$ cat config.mk
export PLATFORM = sky130hd
export DESIGN_NAME = rstseq_top
export DESIGN_NICKNAME = d
export VERILOG_FILES = /design/src/rtl/rstseq_pkg.sv /design/src/rtl/rstseq_ctrl.sv /design/src/rtl/rstseq_dp.sv /design/src/rtl/rstseq_top.sv
export SDC_FILE = /design/constraint.sdc
export NUM_CORES = 1
export LEC_CHECK = 0
export BUFFER_PORTS_ARGS = -buffer_cell sky130_fd_sc_hd__buf_2
export CORE_AREA = 3 3 49 51
export DETAILED_ROUTE_END_ITERATION = 12
export DIE_AREA = 0 0 52 54
export PLACE_DENSITY_LB_ADDON = 0.08
export SLEW_MARGIN = 20
export SYNTH_ARGS = -nofsm -noshare
export SYNTH_HDL_FRONTEND = slang
export SYNTH_SLANG_ARGS = --single-unit
$ cat constraint.sdc
create_clock -name mclk -period 1.3 [get_ports mclk]
set_input_delay 0.065 -clock mclk [delete_from_list [all_inputs] [get_ports mclk]]
set_output_delay 0.065 -clock mclk [all_outputs]
set_load 0.005 [all_outputs]
$ cat src/rtl/rstseq_pkg.sv
`timescale 1ns/1ps
package rstseq_pkg;

  typedef enum logic [1:0] {
    ST_RESET    = 2'd0,
    ST_IDLE     = 2'd1,
    ST_WAIT_PLL = 2'd2,
    ST_RUN      = 2'd3
  } seqState_t;

  // Strobes from the sequencer to the register/pin datapath.
  typedef struct packed {
    logic captureStrap;
    logic portEnable;
    logic pinOe;
  } seqStrobe_t;

  localparam logic [1:0] ADDR_CTRL  = 2'd0;
  localparam logic [1:0] ADDR_ID    = 2'd1;
  localparam logic [1:0] ADDR_STRAP = 2'd2;

endpackage

$ cat src/rtl/rstseq_ctrl.sv
`timescale 1ns/1ps
module rstseq_ctrl
  import rstseq_pkg::*;
#(
  parameter int LOCK_CYCLES = 1024,
  parameter int SYNC_STAGES = 2
) (
  input  logic       mclk,
  input  logic       rstN,
  input  logic       runBit,
  input  logic       pllLock,
  output logic       rstSyncN,
  output seqStrobe_t strobe,
  output logic       outEnable,
  output logic       lowPower
);

  localparam int CNT_W = (LOCK_CYCLES > 2) ? $clog2(LOCK_CYCLES) : 1;
  localparam logic [CNT_W-1:0] CNT_LAST = CNT_W'(LOCK_CYCLES - 1);

  // Reset release synchroniser, asserted asynchronously
  logic [SYNC_STAGES-1:0] syncQ;

  always_ff @(negedge mclk or negedge rstN) begin
    if (!rstN) syncQ <= '0;
    else       syncQ <= {syncQ[SYNC_STAGES-2:0], 1'b1};
  end

  assign rstSyncN = syncQ[SYNC_STAGES-1];

  // Sequencing state machine
  seqState_t        state, stateNxt;
  logic [CNT_W-1:0] lockCnt, cntNxt;

  always_comb begin
    stateNxt = state;
    cntNxt   = '0;
    unique case (state)
      ST_RESET: stateNxt = ST_IDLE;
      ST_IDLE:  if (runBit) stateNxt = ST_WAIT_PLL;
      ST_WAIT_PLL: begin
        if (!runBit)                stateNxt = ST_IDLE;
        else if (!pllLock)          cntNxt   = '0;
        else if (lockCnt == CNT_LAST) stateNxt = ST_RUN;
        else                        cntNxt   = lockCnt + CNT_W'(1);
      end
      ST_RUN: begin
        if (!runBit)       stateNxt = ST_IDLE;
        else if (!pllLock) stateNxt = ST_WAIT_PLL;
      end
      default: stateNxt = ST_RESET;
    endcase
  end

  always_ff @(negedge mclk or negedge rstSyncN) begin
    if (!rstSyncN) begin
      state   <= ST_RESET;
      lockCnt <= '0;
    end else begin
      state   <= stateNxt;
      lockCnt <= cntNxt;
    end
  end

  always_comb begin
    strobe.captureStrap = (state == ST_RESET);
    strobe.portEnable   = (state != ST_RESET);
    strobe.pinOe        = (state != ST_RESET);
  end

  assign outEnable = (state == ST_RUN);
  assign lowPower  = (state == ST_RESET) || (state == ST_IDLE);

  // enabling only follows a completed lock run with lock still high
  a_r8_enable_after_count: assert property (@(negedge mclk) disable iff (!rstSyncN)
    $rose(outEnable) |-> ($past(lockCnt) == CNT_LAST) && $past(pllLock));

  // lock loss while enabled drops the outputs
  a_r9_lock_loss_mutes: assert property (@(negedge mclk) disable iff (!rstSyncN)
    (outEnable && !pllLock) |=> !outEnable);

  // a cleared RUN bit leads to low power
  a_r10_run_clear_lowpower: assert property (@(negedge mclk) disable iff (!rstSyncN)
    !runBit |=> (lowPower && !outEnable));

endmodule

$ cat src/rtl/rstseq_dp.sv
`timescale 1ns/1ps
module rstseq_dp
  import rstseq_pkg::*;
#(
  parameter int         N_STRAP = 3,
  parameter int         DATA_W  = 8,
  parameter int         ADDR_W  = 2,
  parameter logic [3:0] DEV_ID  = 4'hA,
  parameter logic [3:0] REV_ID  = 4'h3
) (
  input  logic              mclk,
  input  logic              rstSyncN,
  input  seqStrobe_t        strobe,
  input  logic              regWrEn,
  input  logic [ADDR_W-1:0] regAddr,
  input  logic [DATA_W-1:0] regWrData,
  input  logic [N_STRAP-1:0] strapIn,
  input  logic [N_STRAP-1:0] pinFuncOut,
  output logic              runBit,
  output logic [DATA_W-1:0] regRdData,
  output logic [N_STRAP-1:0] strapOut,
  output logic [N_STRAP-1:0] strapOe,
  output logic              devAddrBit
);

  localparam int ID_W = DATA_W / 2;

  logic [N_STRAP-1:0] strapQ;
  logic               ctrlWrite;
  logic               unusedWrBits;

  assign ctrlWrite    = strobe.portEnable && regWrEn && (regAddr == ADDR_W'(ADDR_CTRL));
  assign unusedWrBits = ^regWrData[DATA_W-1:1];

  // RUN bit
  always_ff @(negedge mclk or negedge rstSyncN) begin
    if (!rstSyncN)      runBit <= 1'b0;
    else if (ctrlWrite) runBit <= regWrData[0];
  end

  // Strap latch: loaded only on the reset-exit edge
  always_ff @(negedge mclk or negedge rstSyncN) begin
    if (!rstSyncN)                strapQ <= '0;
    else if (strobe.captureStrap) strapQ <= strapIn;
  end

  assign devAddrBit = strapQ[0];

  // Pin drivers
  for (genvar p = 0; p < N_STRAP; p++) begin : g_pin
    assign strapOe[p]  = strobe.pinOe;
    assign strapOut[p] = strobe.pinOe & pinFuncOut[p];
  end

  // Readback
  always_comb begin
    regRdData = '0;
    if (strobe.portEnable) begin
      unique case (regAddr)
        ADDR_W'(ADDR_CTRL):  regRdData = DATA_W'(runBit);
        ADDR_W'(ADDR_ID):    regRdData = {ID_W'(DEV_ID), ID_W'(REV_ID)};
        ADDR_W'(ADDR_STRAP): regRdData = DATA_W'(strapQ);
        default:             regRdData = '0;
      endcase
    end
  end

  // strap latch holds except on the capture edge
  a_r5_strap_hold: assert property (@(negedge mclk) disable iff (!rstSyncN)
    !strobe.captureStrap |=> $stable(strapQ));

  // no write lands while the port is closed
  a_r3_no_early_write: assert property (@(negedge mclk) disable iff (!rstSyncN)
    !strobe.portEnable |=> !runBit);

  // pins turn to outputs right after the capture edge
  a_r2_oe_follows_capture: assert property (@(negedge mclk) disable iff (!rstSyncN)
    $rose(strobe.pinOe) |-> $past(strobe.captureStrap));

endmodule

$ cat src/rtl/rstseq_top.sv
`timescale 1ns/1ps
module rstseq_top
  import rstseq_pkg::*;
#(
  parameter int         N_STRAP     = 3,
  parameter int         LOCK_CYCLES = 1024,
  parameter logic [3:0] DEV_ID      = 4'hA,
  parameter logic [3:0] REV_ID      = 4'h3
) (
  input  logic               mclk,
  input  logic               rstN,
  input  logic               regWrEn,
  input  logic [1:0]         regAddr,
  input  logic [7:0]         regWrData,
  output logic [7:0]         regRdData,
  input  logic               pllLock,
  input  logic [N_STRAP-1:0] strapIn,
  input  logic [N_STRAP-1:0] pinFuncOut,
  output logic [N_STRAP-1:0] strapOut,
  output logic [N_STRAP-1:0] strapOe,
  output logic               devAddrBit,
  output logic               outEnable,
  output logic               lowPower
);

  seqStrobe_t strobe;
  logic       rstSyncN;
  logic       runBit;

  rstseq_ctrl #(
    .LOCK_CYCLES(LOCK_CYCLES),
    .SYNC_STAGES(2)
  ) u_ctrl (
    .mclk     (mclk),
    .rstN     (rstN),
    .runBit   (runBit),
    .pllLock  (pllLock),
    .rstSyncN (rstSyncN),
    .strobe   (strobe),
    .outEnable(outEnable),
    .lowPower (lowPower)
  );

  rstseq_dp #(
    .N_STRAP(N_STRAP),
    .DATA_W (8),
    .ADDR_W (2),
    .DEV_ID (DEV_ID),
    .REV_ID (REV_ID)
  ) u_dp (
    .mclk      (mclk),
    .rstSyncN  (rstSyncN),
    .strobe    (strobe),
    .regWrEn   (regWrEn),
    .regAddr   (regAddr),
    .regWrData (regWrData),
    .strapIn   (strapIn),
    .pinFuncOut(pinFuncOut),
    .runBit    (runBit),
    .regRdData (regRdData),
    .strapOut  (strapOut),
    .strapOe   (strapOe),
    .devAddrBit(devAddrBit)
  );

endmodule

==> results of run 1 <==
[cells in the final DEF (no fill, tap or decap), types with 2 or more instances in the layout]
cell	netlist	routed
buf_2	1	23
buf_4	6	22
dfrtn_1	18	18
nor2_1	9	7
buf_6	0	7
inv_1	6	5
nand3_1	6	5
a21oi_1	6	4
nor2b_1	4	4
conb_1	2	4
o21ai_0	4	3
mux2_4	0	3
clkbuf_4	0	3
nor2_4	0	2
a21oi_2	0	2
mux2_2	5	2
and3_1	2	2
nand2_1	2	2
xor2_1	2	2
[state kept, by name, indices dropped and copies added (netlist names)]
| register | flops |
|---|---|
| u_ctrl.syncQ | 2 |
| u_dp.runBit | 1 |
| u_ctrl.state | 2 |
| u_ctrl.lockCnt | 10 |
| u_dp.strapQ | 3 |
[worst reg2reg max path, stage by stage (launching register included)]
cell and delay, ns:
dfrtn_1 0.47, nor2_4 0.07, nor4b_1 0.30, mux2_2 0.38
[cell families after synthesis]
kind of cell               count (synthesis)
and+or+nand+nor                           35
other                                      2
muxes                                      5
adders and majority gates                  1
xor gates and xnor gates                   3
DFF                                       18
AOI/OAI and AO/OA                         15
buffers and inverters                     14
[cell usage after synthesis (4+ instances only)]
| library cell | n |
|---|---|
| a21oi_1 | 6 |
| buf_4 | 6 |
| dfrtn_1 | 18 |
| inv_1 | 6 |
| mux2_2 | 5 |
| nand3_1 | 6 |
| nor2_1 | 9 |
| nor2b_1 | 4 |
| o21ai_0 | 4 |
[area by class of cell]
class                      instances  area share [%]
clock buffer                       4           2.610
inverter                           6           1.620
multi-input combinational         63           34.38
sequential                        18           32.40
tap                               27           2.430
timing repair buffer              53           26.55
[report_power, final]
part | switching, W | total, W | internal [W]
logic | 0.000326 | 0.000848 | 0.000521
clock network | 0.000171 | 0.000342 | 0.000171
registers | 0.0000725 | 0.000741 | 0.000669
total | 0.000570 | 0.00193 | 0.00136
[worst max-delay path by stage]
stage | from | endpoint | slack [ns] | depth (start not counted)
3_3_place_gp | regAddr[1] | u_dp.runBit | -0.39 | 3
6_report | u_ctrl.state[1] | regRdData[2] | -0.63 | 3
3_5_place_dp | u_ctrl.state[0] | strapOut[1] | -0.38 | 4
2_1_floorplan | u_ctrl.state[1] | regRdData[2] | -0.33 | 3
4_1_cts | u_ctrl.state[1] | regRdData[2] | -0.65 | 3
5_1_grt | u_ctrl.state[1] | regRdData[2] | -0.69 | 3
[per-layer routing]
metal | part of all wire, % | GRT usage, % | vias up
li1 | - | - | 418
met1 | 42 | 20.28 | 388
met2 | 52 | 29.50 | 15
met3 | 3.9 | 4.709 | 6
met4 | 1.5 | 6.550 | 0
met5 | 0 | 0 | -
[metrics by stage]
step                cells  TNS (ns)
floorplan              95    -2.792
global placement      159    -5.396
detailed placement    159    -5.722
CTS                   168    -8.152
global route          171    -9.238
finish                171    -7.866
[repair_timing]
| action | in CTS | in global routing |
|---|---|---|
| endpoints found under the hold margin | 1 | 0 |
| pin swaps | 3 | 10 |
| setup buffers | 5 | 4 |
| resized for setup | 6 | 13 |
| hold buffers | 1 | 0 |
| setup endpoints to repair | 24 | 26 |
==> flow_metrics.py, run 1 <==
metrics = {
    "status": {
        "status": "complete, but fails checks",
        "violations": "negative setup slack",
    },
    "cells_and_area": {
        "drive_above_1_share_pct": 50.00,
        "fillCellCount": 168,
        "final_nets": 166,
        "design_area_um2": 1390,
        "antennaDiodeCount": 0,
        "area_growth_pct": 49.53,
        "multi_input_area_um2": 478.0,
        "fin_util_pct": 70.14,
        "regArea_um2": 450.4,
    },
    "power_and_ir_drop": {
        "p_per_area_nw_per_um2": 1389,
        "irDropWorstVdd_v": 0.0009531,
        "p_leak_nw": 0.6702,
        "p_total_w": 0.001931,
    },
    "routing": {
        "wl_per_cell_um": 12.60,
        "drcViolationCount": 0,
        "first_pass_iters": 4,
        "antenna_left": 0,
        "vias_per_cell": 4.836,
        "via_count": 827,
        "drt-total-wl_mm": 2.155,
        "drtIter0Drc": 6,
    },
    "worst_setup_path": {
        "r2r_slack_ns": -0.06,
        "rr_endpoint": "u_dp.runBit",
        "cp_max_fo": 5,
        "cp_data_required_time_ns": 1.24,
        "cp-end-kind": "primary output",
        "r2r_cells": 3,
        "r2r_start": "u_ctrl.state[1]",
        "arrival_ns": 1.86,
        "crit_buf_inv": 1,
        "crit_type": "register to primary output",
        "max_stage_delay_ns": 0.47,
        "cp-start-kind": "register",
        "crit_family": "flip-flops",
        "worstPathCellList": "nor2_4 -> nor4bb_4 -> buf_2",
        "critPathSlowestCell": "dfrtn_1",
    },
    "min_path": {
        "worstHoldPathType": "primary input to asynchronous set/reset pin",
    },
    "timing": {
        "final_max_slew_viol_count": 0,
        "worst_slack_ns": -0.6291,
        "grt_setup_unrepaired": "yes",
        "skew_ns": 0.002657,
        "hold_viol": 0,
        "finalSetupViolations": 15,
        "holdWs_ns": 0.07583,
    },
    "global_routing": {
        "grt_antenna_before_repair": 0,
        "gr-total-overflow": 0,
        "grt_pass1_wl_mm": 3.505,
        "grt_pass1_vias": 824,
        "grt_max_degree": 16,
        "grtUsageTotal_pct": 17.13,
    },
    "placed_design": {
        "port-buffer-count": 26,
        "gp_congestion": 0.7891,
        "place_area_um2": 1210,
        "pre_cts_ws_ns": -0.3806,
        "dpl.hpwl_mm": 1.525,
    },
    "synth": {
        "synth_top_family_by_area": "simple AND/OR/NAND/NOR gates",
        "synth-adder-area-share_pct": 1.346,
        "synth_compound_area_share_pct": 10.09,
        "synth_simple_gate_area_share_pct": 22.21,
        "netlist-cell-type-count": 34,
        "synth_enable_flop_cells": 0,
        "yosysSeqAreaShare_pct": 48.45,
        "synth_warnings": 0,
        "synth_ff_type": "dfrtn_1",
        "synthArstFlopShare_pct": 100.0,
        "avgSynthCellArea_um2": 9.996,
        "syn_inst": 93,
        "synthMuxAreaShare_pct": 6.057,
        "synth_top_cell_by_area": "dfrtn_1",
        "syn_area_um2": 929.6,
        "synthTopCellsByArea": "dfrtn_1 48%, mux2_2 6.1%, buf_4 4.8%, nor2_1 3.6%, a21oi_1 3.2%",
        "synth_top_cell_area_share_pct": 48.45,
        "synth_xor_xnor_area_share_pct": 2.826,
        "ys_ff_latch": 18,
    },
    "flow_run": {
        "drv_cap": 0,
    },
    "die": {
        "dieHeight_um": 54,
        "core_area_um2": 1982,
        "die_x_um": 52,
        "start_util_pct": 46.91,
        "dieArea_um2": 2808,
        "top_level_ports": 37,
        "num_rows": 16,
    },
    "cts": {
        "cts_tree": "yes",
        "cts_made_buffers": 3,
        "clk_pin_slew_ns": 0.07,
        "clockBufferDepth": 2,
        "clock_sinks": 18,
        "h-tree-depth": 1,
        "cts_root_buffer": "clkbuf_4",
        "clk_latency_ns": 0.29,
    },
}
Note: power is estimated with default switching activity, not from simulation.
==> run 2: changes to the inputs <==
Settings changed: PLACE_DENSITY from default to 0.81, PLACE_DENSITY_LB_ADDON 0.08 to default.
==> flow_metrics.py, run 2 (synthesis results as in run 1) <==
metrics = {
    "cells_and_area": {
        "fillCellCount": 150,
        "antennaDiodeCount": 0,
        "fin_util_pct": 72.73,
        "largest_reg_flops": 10,
        "reg.largest.list": "u_ctrl.lockCnt x10, u_dp.strapQ x3",
        "top_register": "u_ctrl.lockCnt",
        "drive_above_1_share_pct": 54.55,
        "final_nets": 165,
        "area_growth_pct": 55.05,
        "final_cells": 170,
        "final_cell_mix": "23 x buf_2, 18 x buf_4, 18 x dfrtn_1",
        "layout_commonest_cell": "buf_2",
    },
    "routing": {
        "drcViolationCount": 0,
        "first_pass_iters": 4,
        "antenna_left": 0,
        "wl_per_cell_um": 14.14,
        "via_count": 865,
        "vias_per_cell": 5.088,
        "drt-total-wl_mm": 2.404,
        "drtIter0Drc": 15,
    },
    "timing": {
        "skew_ns": 0.001367,
        "worst_slack_ns": -0.6745,
        "final_max_slew_viol_count": 0,
        "hold_viol": 0,
        "grt_setup_unrepaired": "yes",
        "holdWs_ns": 0.06491,
        "finalSetupViolations": 28,
    },
    "cts": {
        "cts_tree": "yes",
        "cts_made_buffers": 3,
        "cts_root_buffer": "clkbuf_4",
        "clockBufferDepth": 2,
        "clock_sinks": 18,
        "h-tree-depth": 1,
        "clk_pin_slew_ns": 0.07,
        "clk_latency_ns": 0.29,
    },
    "power_and_ir_drop": {
        "p_per_area_nw_per_um2": 1432,
        "p_int_w": 0.001439,
        "netSwitchingPower_w": 0.0006251,
        "pwr-share-seq_pct": 36.3,
        "clkPwrFrac_pct": 16.4,
        "p_sw_share_pct": 30.28,
        "irDropWorstVdd_v": 0.0009696,
        "p_leak_nw": 0.7003,
        "comb_power_share_pct": 47.3,
    },
    "min_path": {
        "worstHoldPathType": "register to asynchronous set/reset pin",
    },
    "die": {
        "die_x_um": 52,
        "dieArea_um2": 2808,
        "core_area_um2": 1982,
        "start_util_pct": 46.91,
        "dieHeight_um": 54,
        "num_rows": 16,
        "top_level_ports": 37,
    },
    "placed_design": {
        "dpl.hpwl_mm": 1.566,
        "pre_cts_ws_ns": -0.4259,
        "gp_congestion": 0.7799,
        "dp.cells": 157,
        "port-buffer-count": 26,
    },
    "worst_setup_path": {
        "cp-start-kind": "register",
        "arrival_ns": 1.91,
        "cp_data_required_time_ns": 1.24,
        "cp-end-kind": "primary output",
        "cp_max_fo": 5,
        "crit_type": "register to primary output",
    },
    "status": {
        "status": "complete, but fails checks",
        "violations": "negative setup slack",
    },
    "global_routing": {
        "grt_pass1_vias": 840,
        "grtUsageTotal_pct": 17.29,
        "gr-total-overflow": 0,
        "grt_pass1_wl_mm": 3.553,
        "grt_antenna_before_repair": 0,
        "grt_max_degree": 11,
    },
    "flow_run": {
        "drv_cap": 0,
    },
}
[run 2: cell types whose count changed in the layout (fill, tap and decap cells not counted), moves of 3 or more]
cell,change
a21oi_1,-3
buf_6,+4
buf_4,-4
a21oi_2,+3
[run 2: metrics by stage]
| step | TNS, ns | cell area, µm² | power [W] |
|---|---|---|---|
| 2_1_floorplan | -2.792 | 973.4 | 0.001133 |
| 3_3_place_gp | -5.263 | 1195 | 0.001363 |
| 3_5_place_dp | -6.179 | 1195 | 0.001392 |
| 4_1_cts | -7.919 | 1265 | 0.001827 |
| 5_1_grt | -9.873 | 1441 | 0.002187 |
| 6_report | -8.720 | 1441 | 0.002064 |
[run 2: final timing paths]
path | from | cells after the start | end | slack, ns
worst max-delay path | u_ctrl.state[0] | 3 | regRdData[2] | -0.67
worst min-delay path | u_ctrl.syncQ[1] | 0 | u_ctrl.lockCnt[4] | 0.06
worst max register to register | u_ctrl.state[0] | 5 | u_dp.runBit | -0.23
worst min register to register | u_ctrl.syncQ[1] | 0 | u_ctrl.lockCnt[4] | 0.06
max in group asynchronous | u_ctrl.syncQ[1] | 1 | u_dp.strapQ[0] | 0.78
min in group mclk | u_ctrl.syncQ[0] | 0 | u_ctrl.syncQ[1] | 0.31
[run 2: final cells by class]
type	count	area, µm²	share of cell area, %
Tap cell	27	33.78	2.344
Inverter	6	22.52	1.563
Multi-Input combinational cell	63	524.3	36.37
Clock buffer	4	36.28	2.517
Timing Repair Buffer	52	374.1	25.95
Sequential cell	18	450.4	31.25
[run 2: per-layer routing]
layer  track usage [%]  share of wire, %  up-vias
met3             2.493               4.8        0
met2             35.56                58       33
met4             5.240                 0        0
li1                  -                 -      419
met5                 0                 0        -
met1             17.63                37      413
[run 2: power by group through the flow]
stage / registers (W) / logic, W / clock network, W
global placement: 0.000733 / 0.000629 / 0
CTS: 0.000738 / 0.000736 / 0.000352
global route: 0.000762 / 0.00106 / 0.000364
finish: 0.000749 / 0.000977 / 0.000338
floorplan: 0.000749 / 0.000383 / 0
detailed placement: 0.000737 / 0.000655 / 0
[run 2: critical path, cell delays in order (launching register included)]
cell and delay, ns:
dfrtn_1 0.46, nor2_4 0.08, nor4bb_4 0.27, buf_2 0.16
[run 2: what timing repair did]
action / 4_1_cts / 5_1_grt
gates resized for setup: 6 / 26
pin swaps: 2 / 8
endpoints found under the setup margin: 18 / 25
hold buffers: 0 / 0
buffers inserted: 1 / 9
